===== config.mk =====
export PLATFORM = sky130hd
export DESIGN_NAME = rename_history_buf
export DESIGN_NICKNAME = d
export VERILOG_FILES = /design/src/rtl/rhb_pkg.sv /design/src/rtl/rhb_store.sv /design/src/rtl/rhb_walker.sv /design/src/rtl/rhb_counters.sv /design/src/rtl/rename_history_buf.sv
export SDC_FILE = /design/constraint.sdc
export NUM_CORES = 1
export LEC_CHECK = 0
export BUFFER_PORTS_ARGS = -buffer_cell sky130_fd_sc_hd__buf_2
export CORE_UTILIZATION = 62
export DETAILED_ROUTE_END_ITERATION = 16
export GPL_ROUTABILITY_DRIVEN = 0
export HOLD_SLACK_MARGIN = 0.02
export PLACE_DENSITY = 0.83
export SLEW_MARGIN = 30
export SYNTH_ARGS = -nofsm -noshare
export SYNTH_HDL_FRONTEND = slang
export SYNTH_HIERARCHICAL = 1
export SYNTH_SLANG_ARGS = --single-unit
export TNS_END_PERCENT = 100

===== constraint.sdc =====
create_clock -name clk -period 10.33 [get_ports clk]
set_input_delay 1.033 -clock clk [delete_from_list [all_inputs] [get_ports clk]]
set_output_delay 1.033 -clock clk [all_outputs]
set_load 0.1 [all_outputs]

===== src/rtl/rhb_pkg.sv =====
package rhb_pkg;

  typedef enum logic [1:0] {
    WK_IDLE   = 2'd0,
    WK_COMMIT = 2'd1,
    WK_SQUASH = 2'd2
  } walk_e;

  // entry retires under a done number when it is not younger
  function automatic logic seq_retires(logic [31:0] s, logic [31:0] lim);
    return s <= lim;
  endfunction

  // entry is undone by a squash number when it is strictly younger
  function automatic logic seq_undone(logic [31:0] s, logic [31:0] lim);
    return s > lim;
  endfunction

  function automatic int unsigned ptr_inc(int unsigned p, int unsigned depth);
    return (p + 1 == depth) ? 0 : p + 1;
  endfunction

  function automatic int unsigned ptr_dec(int unsigned p, int unsigned depth);
    return (p == 0) ? depth - 1 : p - 1;
  endfunction

endpackage


===== src/rtl/rhb_store.sv =====
module rhb_store #(
  parameter int DEPTH  = 8,
  parameter int SEQ_W  = 16,
  parameter int AREG_W = 5,
  parameter int PREG_W = 6,
  localparam int PTR_W = (DEPTH > 1) ? $clog2(DEPTH) : 1,
  localparam int CNT_W = $clog2(DEPTH + 1)
) (
  input  logic              clk,
  input  logic              rst_n,
  input  logic              push,
  input  logic [SEQ_W-1:0]  push_seq,
  input  logic [AREG_W-1:0] push_areg,
  input  logic [PREG_W-1:0] push_newp,
  input  logic [PREG_W-1:0] push_oldp,
  input  logic              push_ph,
  input  logic              pop_old,
  input  logic              pop_young,
  output logic              full,
  output logic              empty,
  output logic [CNT_W-1:0]  count,
  output logic [SEQ_W-1:0]  old_seq,
  output logic              old_ph,
  output logic [PREG_W-1:0] old_oldp,
  output logic [SEQ_W-1:0]  yng_seq,
  output logic              yng_ph,
  output logic [AREG_W-1:0] yng_areg,
  output logic [PREG_W-1:0] yng_newp,
  output logic [PREG_W-1:0] yng_oldp
);
  import rhb_pkg::*;

  logic [SEQ_W-1:0]  seq_mem  [DEPTH];
  logic [AREG_W-1:0] areg_mem [DEPTH];
  logic [PREG_W-1:0] newp_mem [DEPTH];
  logic [PREG_W-1:0] oldp_mem [DEPTH];
  logic              ph_mem   [DEPTH];

  logic [PTR_W-1:0] head_q, tail_q, yng_ptr;
  logic [CNT_W-1:0] cnt_q;

  assign yng_ptr = PTR_W'(ptr_dec(32'(tail_q), DEPTH));
  assign count   = cnt_q;
  assign full    = (cnt_q == CNT_W'(DEPTH));
  assign empty   = (cnt_q == '0);

  assign old_seq  = seq_mem[head_q];
  assign old_ph   = ph_mem[head_q];
  assign old_oldp = oldp_mem[head_q];
  assign yng_seq  = seq_mem[yng_ptr];
  assign yng_ph   = ph_mem[yng_ptr];
  assign yng_areg = areg_mem[yng_ptr];
  assign yng_newp = newp_mem[yng_ptr];
  assign yng_oldp = oldp_mem[yng_ptr];

  always_ff @(posedge clk) begin
    if (push) begin
      seq_mem[tail_q]  <= push_seq;
      areg_mem[tail_q] <= push_areg;
      newp_mem[tail_q] <= push_newp;
      oldp_mem[tail_q] <= push_oldp;
      ph_mem[tail_q]   <= push_ph;
    end
  end

  always_ff @(posedge clk) begin
    if (!rst_n) begin
      head_q <= '0;
      tail_q <= '0;
      cnt_q  <= '0;
    end else begin
      if (push)
        tail_q <= PTR_W'(ptr_inc(32'(tail_q), DEPTH));
      else if (pop_young)
        tail_q <= yng_ptr;
      if (pop_old)
        head_q <= PTR_W'(ptr_inc(32'(head_q), DEPTH));
      case ({push, pop_old | pop_young})
        2'b10:   cnt_q <= cnt_q + 1'b1;
        2'b01:   cnt_q <= cnt_q - 1'b1;
        default: cnt_q <= cnt_q;
      endcase
    end
  end


  no_overflow_chk: assert property (@(posedge clk) disable iff (!rst_n)
    push |-> !full);


  no_underrun_chk: assert property (@(posedge clk) disable iff (!rst_n)
    (pop_old || pop_young) |-> !empty);


  one_end_chk: assert property (@(posedge clk) disable iff (!rst_n)
    !(pop_old && pop_young) && !(push && (pop_old || pop_young)));

endmodule


===== src/rtl/rhb_walker.sv =====
module rhb_walker #(
  parameter int SEQ_W  = 16,
  parameter int AREG_W = 5,
  parameter int PREG_W = 6
) (
  input  logic              clk,
  input  logic              rst_n,
  input  logic              commit_valid,
  input  logic [SEQ_W-1:0]  commit_seq,
  input  logic              squash_valid,
  input  logic [SEQ_W-1:0]  squash_seq,
  input  logic              empty,
  input  logic [SEQ_W-1:0]  old_seq,
  input  logic              old_ph,
  input  logic [PREG_W-1:0] old_oldp,
  input  logic [SEQ_W-1:0]  yng_seq,
  input  logic              yng_ph,
  input  logic [AREG_W-1:0] yng_areg,
  input  logic [PREG_W-1:0] yng_newp,
  input  logic [PREG_W-1:0] yng_oldp,
  output logic              pop_old,
  output logic              pop_young,
  output logic              idle,
  output logic              busy,
  output logic              free_valid,
  output logic [PREG_W-1:0] free_preg,
  output logic              restore_valid,
  output logic [AREG_W-1:0] restore_areg,
  output logic [PREG_W-1:0] restore_preg,
  output logic              ev_commit_map,
  output logic              ev_undo,
  output logic              ev_undo_real
);
  import rhb_pkg::*;

  walk_e            state_q, state_d;
  logic [SEQ_W-1:0] lim_q, lim_d;
  logic             take_old, take_young;

  assign take_old   = !empty && seq_retires(32'(old_seq), 32'(lim_q));
  assign take_young = !empty && seq_undone(32'(yng_seq), 32'(lim_q));

  always_comb begin
    state_d   = state_q;
    lim_d     = lim_q;
    pop_old   = 1'b0;
    pop_young = 1'b0;
    case (state_q)
      WK_IDLE: begin
        if (squash_valid) begin
          state_d = WK_SQUASH;
          lim_d   = squash_seq;
        end else if (commit_valid) begin
          state_d = WK_COMMIT;
          lim_d   = commit_seq;
        end
      end
      WK_COMMIT: begin
        pop_old = take_old;
        if (squash_valid) begin
          state_d = WK_SQUASH;
          lim_d   = squash_seq;
        end else if (!take_old) begin
          state_d = WK_IDLE;
        end
      end
      WK_SQUASH: begin
        pop_young = take_young;
        if (squash_valid)
          lim_d = squash_seq;
        else if (!take_young)
          state_d = WK_IDLE;
      end
      default: state_d = WK_IDLE;
    endcase
  end

  always_ff @(posedge clk) begin
    if (!rst_n) begin
      state_q <= WK_IDLE;
      lim_q   <= '0;
    end else begin
      state_q <= state_d;
      lim_q   <= lim_d;
    end
  end

  assign idle          = (state_q == WK_IDLE);
  assign busy          = !idle;
  assign restore_valid = pop_young && !yng_ph;
  assign restore_areg  = yng_areg;
  assign restore_preg  = yng_oldp;
  assign free_valid    = (pop_old && !old_ph) || restore_valid;
  assign free_preg     = pop_young ? yng_newp : old_oldp;
  assign ev_commit_map = pop_old && !old_ph;
  assign ev_undo       = pop_young;
  assign ev_undo_real  = restore_valid;


  commit_locked_chk: assert property (@(posedge clk) disable iff (!rst_n)
    (state_q == WK_SQUASH) |=> (state_q != WK_COMMIT));


  free_busy_chk: assert property (@(posedge clk) disable iff (!rst_n)
    free_valid |-> busy);

endmodule


===== src/rtl/rhb_counters.sv =====
module rhb_counters #(
  parameter int CNT_W = 16,
  parameter int NUM   = 4
) (
  input  logic                       clk,
  input  logic                       rst_n,
  input  logic [NUM-1:0]             inc,
  output logic [NUM-1:0][CNT_W-1:0]  val
);
  for (genvar g = 0; g < NUM; g++) begin : g_cnt
    logic [CNT_W-1:0] c_q;
    always_ff @(posedge clk) begin
      if (!rst_n)
        c_q <= '0;
      else if (inc[g])
        c_q <= c_q + 1'b1;
    end
    assign val[g] = c_q;
  end
endmodule


===== src/rtl/rename_history_buf.sv =====
module rename_history_buf #(
  parameter int DEPTH  = 8,
  parameter int SEQ_W  = 16,
  parameter int AREG_W = 5,
  parameter int PREG_W = 6,
  parameter int CNT_W  = 16
) (
  input  logic              clk,
  input  logic              rst_n,
  input  logic              alloc_valid,
  input  logic [SEQ_W-1:0]  alloc_seq,
  input  logic [AREG_W-1:0] alloc_areg,
  input  logic [PREG_W-1:0] alloc_new_preg,
  input  logic [PREG_W-1:0] alloc_old_preg,
  input  logic              hold_valid,
  input  logic [SEQ_W-1:0]  hold_seq,
  output logic              insert_ready,
  input  logic              commit_valid,
  input  logic [SEQ_W-1:0]  commit_seq,
  input  logic              squash_valid,
  input  logic [SEQ_W-1:0]  squash_seq,
  output logic              free_valid,
  output logic [PREG_W-1:0] free_preg,
  output logic              restore_valid,
  output logic [AREG_W-1:0] restore_areg,
  output logic [PREG_W-1:0] restore_preg,
  output logic              busy,
  output logic              log_full,
  output logic              log_empty,
  output logic [CNT_W-1:0]  cnt_commit_maps,
  output logic [CNT_W-1:0]  cnt_undo_maps,
  output logic [CNT_W-1:0]  cnt_undo_real,
  output logic [CNT_W-1:0]  cnt_holds
);
  localparam int LCNT_W = $clog2(DEPTH + 1);
  localparam int NUM_EV = 4;

  logic              push, push_ph;
  logic [SEQ_W-1:0]  push_seq;
  logic [AREG_W-1:0] push_areg;
  logic [PREG_W-1:0] push_newp, push_oldp;
  logic              pop_old, pop_young, idle;
  logic              full, empty;
  logic [LCNT_W-1:0] count;
  logic [SEQ_W-1:0]  old_seq, yng_seq;
  logic              old_ph, yng_ph;
  logic [PREG_W-1:0] old_oldp, yng_newp, yng_oldp;
  logic [AREG_W-1:0] yng_areg;
  logic              ev_commit_map, ev_undo, ev_undo_real, ev_hold;
  logic [NUM_EV-1:0]             ev_vec;
  logic [NUM_EV-1:0][CNT_W-1:0]  ev_cnt;

  assign insert_ready = idle && !full;
  assign push         = insert_ready && (alloc_valid || hold_valid);
  assign push_ph      = !alloc_valid;
  assign push_seq     = alloc_valid ? alloc_seq : hold_seq;
  assign push_areg    = alloc_valid ? alloc_areg : '0;
  assign push_newp    = alloc_valid ? alloc_new_preg : '0;
  assign push_oldp    = alloc_valid ? alloc_old_preg : '0;
  assign ev_hold      = push && push_ph;

  rhb_store #(
    .DEPTH(DEPTH), .SEQ_W(SEQ_W), .AREG_W(AREG_W), .PREG_W(PREG_W)
  ) i_store (
    .clk(clk), .rst_n(rst_n),
    .push(push), .push_seq(push_seq), .push_areg(push_areg),
    .push_newp(push_newp), .push_oldp(push_oldp), .push_ph(push_ph),
    .pop_old(pop_old), .pop_young(pop_young),
    .full(full), .empty(empty), .count(count),
    .old_seq(old_seq), .old_ph(old_ph), .old_oldp(old_oldp),
    .yng_seq(yng_seq), .yng_ph(yng_ph), .yng_areg(yng_areg),
    .yng_newp(yng_newp), .yng_oldp(yng_oldp)
  );

  rhb_walker #(
    .SEQ_W(SEQ_W), .AREG_W(AREG_W), .PREG_W(PREG_W)
  ) i_walker (
    .clk(clk), .rst_n(rst_n),
    .commit_valid(commit_valid), .commit_seq(commit_seq),
    .squash_valid(squash_valid), .squash_seq(squash_seq),
    .empty(empty),
    .old_seq(old_seq), .old_ph(old_ph), .old_oldp(old_oldp),
    .yng_seq(yng_seq), .yng_ph(yng_ph), .yng_areg(yng_areg),
    .yng_newp(yng_newp), .yng_oldp(yng_oldp),
    .pop_old(pop_old), .pop_young(pop_young), .idle(idle), .busy(busy),
    .free_valid(free_valid), .free_preg(free_preg),
    .restore_valid(restore_valid), .restore_areg(restore_areg),
    .restore_preg(restore_preg),
    .ev_commit_map(ev_commit_map), .ev_undo(ev_undo),
    .ev_undo_real(ev_undo_real)
  );

  assign ev_vec = {ev_hold, ev_undo_real, ev_undo, ev_commit_map};

  rhb_counters #(.CNT_W(CNT_W), .NUM(NUM_EV)) i_counters (
    .clk(clk), .rst_n(rst_n), .inc(ev_vec), .val(ev_cnt)
  );

  assign cnt_commit_maps = ev_cnt[0];
  assign cnt_undo_maps   = ev_cnt[1];
  assign cnt_undo_real   = ev_cnt[2];
  assign cnt_holds       = ev_cnt[3];
  assign log_full        = full;
  assign log_empty       = empty;


  push_idle_chk: assert property (@(posedge clk) disable iff (!rst_n)
    push |-> !busy);


  restore_pop_chk: assert property (@(posedge clk) disable iff (!rst_n)
    restore_valid |=> count == LCNT_W'($past(count) - 1'b1));

endmodule


==> results of run 1 <==
[worst min-delay path by stage]
stage / startpoint / end / slack (ps) / cells past startpoint
6_report: i_counters/g_cnt[3].c_q[15]$_SDFFE_PN0P_ / i_counters/g_cnt[3].c_q[15]$_SDFFE_PN0P_ / 470 / 2
5_1_grt: i_counters/g_cnt[3].c_q[15]$_SDFFE_PN0P_ / i_counters/g_cnt[3].c_q[15]$_SDFFE_PN0P_ / 490 / 2
4_1_cts: i_counters/g_cnt[3].c_q[15]$_SDFFE_PN0P_ / i_counters/g_cnt[3].c_q[15]$_SDFFE_PN0P_ / 470 / 2
3_5_place_dp: i_counters/g_cnt[1].c_q[15]$_SDFFE_PN0P_ / i_counters/g_cnt[1].c_q[15]$_SDFFE_PN0P_ / 460 / 2
3_3_place_gp: i_counters/g_cnt[2].c_q[15]$_SDFFE_PN0P_ / i_counters/g_cnt[2].c_q[15]$_SDFFE_PN0P_ / 450 / 2
2_1_floorplan: i_store/count[3]$_SDFFE_PN0P_ / i_store/count[3]$_SDFFE_PN0P_ / 450 / 2
[cells by family after synthesis]
logic type               Yosys count  synth area share [%]
flip-flops                       367                 54.99
AND/OR/NAND/NOR                  360                 10.49
adder cells (fa/ha/maj)           46                 3.143
buffers and inverters            139                 3.779
XOR/XNOR                          49                 2.344
multiplexers                     196                 14.44
AO/OA/AOI/OAI                    253                 10.82
[layer usage]
metal	up-vias	GRT usage, %	part of all wire, %
li1	5686	-	-
met5	-	0	0
met4	0	12.79	4.1
met1	6221	37.26	39
met3	139	3.925	7.4
met2	671	49.40	50
[flip-flops by register name, summed over array words and instances (netlist names), named ones only]
register and cells:
i_store/seq_mem 128, i_walker/state_q 2, i_store/newp_mem 48, i_counters/g_cnt.c_q 64
i_store/count 4, i_store/oldp_mem 48, i_store/ph_mem 8, i_store/areg_mem 40
i_walker/lim_q 16, i_store/head_q 3, i_store/tail_q 3
[tightest hold or removal path: stages (launching register included)]
cell and delay [ps]:
sky130_fd_sc_hd__dfxtp_1 310, sky130_fd_sc_hd__nand2_1 60, sky130_fd_sc_hd__mux2i_1 50
[metrics by stage]
stage / util (%) / hold slack [ps] / instance area (um2) / setup WS [ps]
2_1_floorplan: - / 450.5 / 18310 / 2996
3_3_place_gp: 67.13 / 454.8 / 19370 / 2661
3_5_place_dp: 67.16 / 463.9 / 19380 / 2312
4_1_cts: 71.35 / 474.1 / 20590 / 1722
5_1_grt: 71.49 / 490.6 / 20630 / 1337
6_report: 71.49 / 470.7 / 20630 / 1628
[final cells by class]
class	instances	area (um2)	share of cell area, %
clock inverters	25	225.2	1.092
multi-input cells	904	7657	37.12
inverters	37	138.9	0.6732
clock buffers	41	983.4	4.767
flip-flops and latches	367	10080	48.85
repair buffers	198	1066	5.167
well taps	384	480.5	2.329
[Yosys cell counts (all sizes together) (19+ instances only)]
| cell type | instances |
|---|---|
| buf | 54 |
| xnor2 | 25 |
| o21ai | 40 |
| nand3 | 19 |
| edfxtp | 272 |
| clkbuf | 48 |
| dfxtp | 95 |
| nor2 | 83 |
| o211ai | 32 |
| and2 | 21 |
| mux4 | 46 |
| xor2 | 24 |
| mux2i | 98 |
| nand2 | 67 |
| nand2b | 61 |
| a221oi | 27 |
| o221a | 27 |
| mux2 | 52 |
| inv | 35 |
| ha | 46 |
| a21oi | 68 |
| nand4 | 27 |
[placed cells by master (no fill, tap or decap), types with 8 or more instances in the layout]
master,instances
sky130_fd_sc_hd__or3_1,10
sky130_fd_sc_hd__xor2_1,24
sky130_fd_sc_hd__xnor2_1,25
sky130_fd_sc_hd__buf_2,173
sky130_fd_sc_hd__inv_1,35
sky130_fd_sc_hd__mux2_4,11
sky130_fd_sc_hd__clkinv_2,11
sky130_fd_sc_hd__a221oi_2,26
sky130_fd_sc_hd__buf_4,24
sky130_fd_sc_hd__o221a_1,26
sky130_fd_sc_hd__nand2b_1,60
sky130_fd_sc_hd__nand4_1,26
sky130_fd_sc_hd__nand2_1,65
sky130_fd_sc_hd__dfxtp_1,92
sky130_fd_sc_hd__o211ai_1,32
sky130_fd_sc_hd__nor4_1,9
sky130_fd_sc_hd__and2_1,21
sky130_fd_sc_hd__a311oi_1,16
sky130_fd_sc_hd__a21oi_1,67
sky130_fd_sc_hd__nor3_1,13
sky130_fd_sc_hd__clkbuf_16,39
sky130_fd_sc_hd__o21ai_0,38
sky130_fd_sc_hd__mux2i_1,98
sky130_fd_sc_hd__mux2_2,41
sky130_fd_sc_hd__edfxtp_1,272
sky130_fd_sc_hd__nor2_1,75
sky130_fd_sc_hd__nor2b_1,8
sky130_fd_sc_hd__nand3_1,19
sky130_fd_sc_hd__ha_1,46
sky130_fd_sc_hd__mux4_2,46
[power by group through the flow]
stage | Combinational, uW | Sequential [uW] | Clock (uW)
2_1_floorplan | 1540 | 1850 | 0
3_3_place_gp | 1860 | 1870 | 0
3_5_place_dp | 1900 | 1880 | 0
4_1_cts | 1920 | 1850 | 1340
5_1_grt | 2060 | 1870 | 1400
6_report | 1950 | 1860 | 1320
==> impl_results.rst, run 1 <==
.. list-table::
   :header-rows: 1

   * - Metric
     - Value
   * - Number of max-cap violations
     - 0
   * - Cell breakdown of the critical path
     - clkinv_1, ha_1, nand2_2, o21a_1, buf_4, o32ai_1, o2bb2ai_1, ha_1, nand4_1, nor4_1, o21ai_0, a31oi_2, buf_4, nor2b_1, or2_1, buf_2
   * - Reg2Reg Capture Point
     - i_counters/g_cnt[2].c_q[13]$_SDFFE_PN0P_
   * - Full die area
     - 0.03023 mm2
   * - Standard cell core area
     - 0.02886 mm2
   * - Total grt overflow
     - 0
   * - Proportion of synthesized flip-flops having asynchronous set or reset
     - 0%
   * - Floorplan die height
     - between 150 and 200 um
   * - Routed len/inst
     - ~23 um
   * - Crit path max-delay family
     - simple AND/OR/NAND/NOR gates
   * - Number of synthesized flops with an enable pin
     - approximately 270
   * - Layout cells sized above 1
     - a little over a quarter
   * - Share of the clock period used by the worst path
     - ~84%
   * - Count of warnings emitted by yosys
     - 6
   * - Total clock sinks
     - between 300 and 400
   * - DRC marker count from the first detailed-route iteration
     - around 1300
   * - Net switching power of the design
     - 2004 uW
   * - Number of buffers inserted by port buffering
     - roughly 170
   * - Worst-path fanout max
     - 53
   * - Launch point of the critical path
     - i_store/tail_q[0]$_SDFFE_PN0P_
   * - Final Net Count
     - 1679
   * - Post-route DRC
     - 0
   * - IO Count
     - 174
   * - Hold violation count in the final report
     - 0
   * - Cell leakage power
     - roughly 0.0076 uW
   * - Worst slew margin relative to its limit
     - 38.76%
   * - Top achievable clock speed
     - approximately 0.11 GHz
   * - Total stage count of the critical path
     - 16
   * - Final WL
     - 44.11 mm
   * - Critical Path Start Type
     - register
   * - Effective utilization at floorplan
     - 63.45%
   * - Number of storage elements in the synthesis netlist
     - ~370
   * - Antenna Cells
     - 0
   * - Layout area overhead
     - 12.66%
   * - Setup skew after layout
     - 22.52 ps
   * - Placed Cells
     - roughly 1900
   * - Largest area contributor in the netlist
     - sky130_fd_sc_hd__edfxtp_1
   * - Total Power Consumption
     - between 5000 and 6000 uW
   * - Status
     - finished clean
   * - PostCTS Resize Cnt
     - 0
   * - Peak supply drop
     - around 0.19 mV
   * - First-pass GRT wire length
     - 68.25 mm
   * - Global Route Usage Sum
     - ~29%
   * - Capturing element type of the critical path
     - primary output
   * - Cell types with the largest area share after synthesis
     - sky130_fd_sc_hd__edfxtp_1 45%, sky130_fd_sc_hd__dfxtp_1 10%, sky130_fd_sc_hd__mux4_2 5.7%
   * - Total nets after synthesis
     - between 1500 and 2000
   * - Combinational Power Share
     - between 30 and 40%
   * - Worst endpoint data arrival time
     - about 7700 ps
   * - Hold_buf cts
     - 0
   * - Fill count
     - 1890
   * - Count of unique library cells instantiated by Yosys
     - ~70
   * - RSZ-0062 raised after global routing
     - false
   * - Maximum number of pins on one net before global-route repair
     - 61
   * - # rows
     - 62
   * - Vias after detailed routing
     - between 10000 and 15000
   * - DIE WIDTH
     - approximately 170 um
   * - Clk pwr share
     - between 20% and 30%
   * - Worst endpoint required time
     - a little over 9000 ps
   * - Detailed-route vias per instance
     - ~6.5
   * - TritonCTS clock tree
     - done
   * - Sequential area share after synthesis
     - a little over half
   * - Critical register-to-register path startpoint
     - i_store/tail_q[0]$_SDFFE_PN0P_
   * - Power per standard cell area
     - 248.9 mW/mm2
   * - End of the critical path
     - free_valid
   * - Longest individual stage delay on the worst path
     - just over 800 ps
   * - Max Transition Viols Final
     - 0
   * - Path depth of the worst reg2reg path
     - 18
   * - Buffers inserted by post-CTS timing repair
     - 0
   * - Critical path's slowest cell
     - sky130_fd_sc_hd__dfxtp_4
   * - Clock insertion delay at the later pin of the skew report
     - ~530 ps
   * - Top_reg_cell synth
     - sky130_fd_sc_hd__edfxtp_1
   * - Average footprint of a synthesized cell
     - about 13 um2
   * - Maximum number of buffers from clock root to sink
     - 3
   * - Setup slack of the most critical reg-to-reg path
     - between 2000 and 2500 ps
   * - Iteration count of the initial detailed-routing pass
     - 5
   * - Final setup vio count
     - 0
   * - Share of total power in sequential cells
     - 36.2%
   * - Hold crit path type
     - reg -> reg
   * - Post-route setup TNS
     - 0 ps
   * - Non-Filler Instances
     - 1956
   * - Detailed-placement wirelength estimate
     - roughly 27 mm
   * - Number of antenna violations at the first check in global routing
     - 0
   * - Final ANT Viol Nets
     - 0
   * - Critical path buffer and inverter count
     - 4
   * - Cell count after synthesis
     - 1410
   * - Number of buffers created by CTS
     - 38
   * - Slew at the pin closest to its max-slew limit
     - 916.7 ps
   * - Internal Pwr Total
     - roughly 3100 uW
   * - Number of global-route vias before repair
     - between 10000 and 15000
   * - Area share of the largest cell type after synthesis
     - roughly 45%
   * - Clk slew on worst S/H paths
     - 60 ps
   * - Min cycle time layout
     - ~8700 ps
   * - Startpoint-to-endpoint class of the critical path
     - reg -> out
   * - Number of H-tree levels
     - 2
   * - Combined area of all synthesized cells
     - approximately 0.018 mm2
   * - Cell chosen for the clock root
     - sky130_fd_sc_hd__clkbuf_16
   * - Switching power as a share of total power
     - just under 40%
Note: power is estimated with default switching activity, not from simulation.
==> run 2: changes to the inputs <==
CORE_UTILIZATION = 54   (was 62)
PLACE_DENSITY = 0.77   (was 0.83)
clock period = 7.8 ns   (was 10.33 ns; I/O delays follow)
==> impl_results.rst, run 2 (synthesis gave the netlist of run 1 again) <==
.. list-table::
   :header-rows: 1

   * - Metric
     - Value
   * - Area occupied by multi-input gates
     - ~0.0077 mm2
   * - Status
     - finished clean
   * - Worst endpoint data arrival time
     - roughly 6400 ps
   * - Hold violation count in the final report
     - 0
   * - First-pass GRT wire length
     - 66.11 mm
   * - Peak supply drop
     - around 0.2 mV
   * - Met1 Use GR
     - between 30% and 40%
   * - Worst endpoint required time
     - ~7000 ps
   * - Routed len/inst
     - between 20 and 25 um
   * - Maximum number of buffers from clock root to sink
     - 3
   * - Total grt overflow
     - 0
   * - Met2 track demand over resource
     - 42.55%
   * - Global Route Usage Sum
     - around a quarter
   * - Critical Path Start Type
     - register
   * - Maximum number of pins on one net before global-route repair
     - 70
   * - Number of global-route vias before repair
     - roughly 12000
   * - Number of antenna violations at the first check in global routing
     - 1
   * - Setup skew after layout
     - about 15 ps
   * - Number of buffers created by CTS
     - 39
   * - Placed Cells
     - between 1500 and 2000
   * - Min cycle time layout
     - approximately 7100 ps
   * - Biggest regs
     - i_store/seq_mem (128), i_counters/g_cnt.c_q (64)
   * - Commonest cells after routing, fill and taps aside
     - 272 x sky130_fd_sc_hd__edfxtp_1, 171 x sky130_fd_sc_hd__buf_2, 98 x sky130_fd_sc_hd__mux2i_1
   * - Clk slew on worst S/H paths
     - approximately 60 ps
   * - Detailed-route vias per instance
     - 6.196
   * - Floorplan die height
     - about 190 um
   * - Top achievable clock speed
     - between 0.1 and 0.15 GHz
   * - Total Power Consumption
     - 6833 uW
   * - Worst-path fanout max
     - 44
   * - Vias after detailed routing
     - 12578
   * - Cell count of the worst hold path
     - 2
   * - Worst slew margin relative to its limit
     - roughly two fifths
   * - DIE WIDTH
     - ~190 um
   * - Post-route setup TNS
     - 0 ps
   * - Share of the clock period used by the worst path
     - 91.63%
   * - Number of H-tree levels
     - 2
   * - Total area of sequential cells
     - 0.01008 mm2
   * - Fill count
     - about 2500
   * - IO Count
     - roughly 170
   * - Final Net Count
     - 1685
   * - DRC marker count from the first detailed-route iteration
     - 1088
   * - Busiest grt layer
     - met2
   * - Number of buffers inserted by port buffering
     - between 150 and 200
   * - Detailed-placement wirelength estimate
     - between 20 and 30 mm
   * - Cell chosen for the clock root
     - sky130_fd_sc_hd__clkbuf_16
   * - Iteration count of the initial detailed-routing pass
     - 6
   * - Standard cell core area
     - roughly 0.033 mm2
   * - Cell leakage power
     - around 0.0076 uW
   * - Final WL
     - around 44 mm
   * - Number of max-cap violations
     - 0
   * - Layout area overhead
     - 13.68%
   * - RSZ-0062 raised after global routing
     - false
   * - Non-Filler Instances
     - 2030
   * - Final setup vio count
     - 0
   * - Max reg flops
     - 128
   * - Capturing element type of the critical path
     - primary output
   * - Largest register by flop count
     - i_store/seq_mem
   * - Startpoint-to-endpoint class of the critical path
     - reg -> out
   * - Path depth of the worst reg2reg path
     - 22
   * - TritonCTS clock tree
     - done
   * - Effective utilization at floorplan
     - a little over half
   * - # rows
     - 67
   * - Post-route DRC
     - 0
   * - Layout cells sized above 1
     - a little over a quarter
   * - Max Transition Viols Final
     - 0
   * - Hold crit path type
     - reg -> reg
   * - Total clock sinks
     - around 370
   * - Final ANT Viol Nets
     - 0
   * - Power per standard cell area
     - around 330 mW/mm2
   * - Full die area
     - between 0.03 and 0.04 mm2
   * - Clock insertion delay at the later pin of the skew report
     - 520 ps
   * - Most common cell after layout, fill and taps aside
     - sky130_fd_sc_hd__edfxtp_1
   * - GR met3 Demand/Resource
     - 4.225%
   * - Slew at the pin closest to its max-slew limit
     - a little under 900 ps
[run 2: changes by cell type in the layout (fill, tap and decap cells not counted), moves of 3 or more]
| cell | previous run | this run |
|---|---|---|
| sky130_fd_sc_hd__clkinvlp_4 | 2 | 7 |
| sky130_fd_sc_hd__buf_4 | 24 | 28 |
| sky130_fd_sc_hd__clkinv_2 | 11 | 7 |
| sky130_fd_sc_hd__buf_12 | 1 | 4 |
| sky130_fd_sc_hd__clkbuf_8 | 0 | 3 |
[run 2: critical path, stage by stage, from the launching register on]
cell	delay, ps
sky130_fd_sc_hd__dfxtp_4	820
sky130_fd_sc_hd__clkinvlp_4	540
sky130_fd_sc_hd__ha_1	580
sky130_fd_sc_hd__nand2b_1	310
sky130_fd_sc_hd__buf_4	300
sky130_fd_sc_hd__and2_1	320
sky130_fd_sc_hd__buf_4	460
sky130_fd_sc_hd__o221a_1	270
sky130_fd_sc_hd__a221oi_2	40
sky130_fd_sc_hd__ha_1	340
sky130_fd_sc_hd__a21oi_1	160
sky130_fd_sc_hd__nor3_1	80
sky130_fd_sc_hd__nor4_1	480
sky130_fd_sc_hd__a31oi_4	180
sky130_fd_sc_hd__buf_12	190
sky130_fd_sc_hd__nor2b_1	120
sky130_fd_sc_hd__buf_4	200
sky130_fd_sc_hd__or2_1	250
sky130_fd_sc_hd__buf_12	170
[run 2: final cells by class]
class / count / area share, %
Multi-Input combinational cell: 904 / 36.77
Sequential cell: 367 / 48.42
Timing Repair Buffer: 203 / 5.506
Tap cell: 448 / 2.693
Clock inverter: 21 / 0.6792
Clock buffer: 49 / 5.235
Inverter: 37 / 0.6852
Antenna cell: 1 / 0.01202
[run 2: path summary, 6_finish.rpt]
| path | slack (ps) | from | to |
|---|---|---|---|
| worst min register to register | 480 | i_counters/g_cnt[2].c_q[15]$_SDFFE_PN0P_ | i_counters/g_cnt[2].c_q[15]$_SDFFE_PN0P_ |
| worst max register to register | 990 | i_store/tail_q[0]$_SDFFE_PN0P_ | i_store/count[2]$_SDFFE_PN0P_ |
| worst min-delay path | 480 | i_counters/g_cnt[2].c_q[15]$_SDFFE_PN0P_ | i_counters/g_cnt[2].c_q[15]$_SDFFE_PN0P_ |
| worst max-delay path | 650 | i_store/tail_q[0]$_SDFFE_PN0P_ | free_valid |
[run 2: stage by stage]
step | util, % | hold WS (ps) | worst slack, ps | area, um2
CTS | 62.03 | 482.6 | 233.4 | 20750
floorplan | - | 450.5 | 466.2 | 18310
global placement | 58.27 | 452.1 | 576.9 | 19490
detailed placement | 58.35 | 472.8 | 750.6 | 19520
finish | 62.23 | 482.7 | 652.8 | 20820
global route | 62.23 | 507.2 | 246.0 | 20820
[run 2: where the power goes]
part           leakage, uW  internal, uW  switching, uW
sequential         0.00327          2320            137
combinational      0.00379           826           1790
clock             0.000592          1020            734
[run 2: routing by layer]
layer  routed length, um  up-vias
li1                    -     5724
met1               17530     6163
met2               21390      582
met3                3404      109
met4                1505        0
met5                   0        -
[run 2: timing repair]
action / in CTS / in global routing
resized for setup: 0 / 1
setup endpoints to repair: 0 / 8
buffers inserted: 0 / 4
hold buffers: 0 / 0
endpoints found under the hold margin: 0 / 0
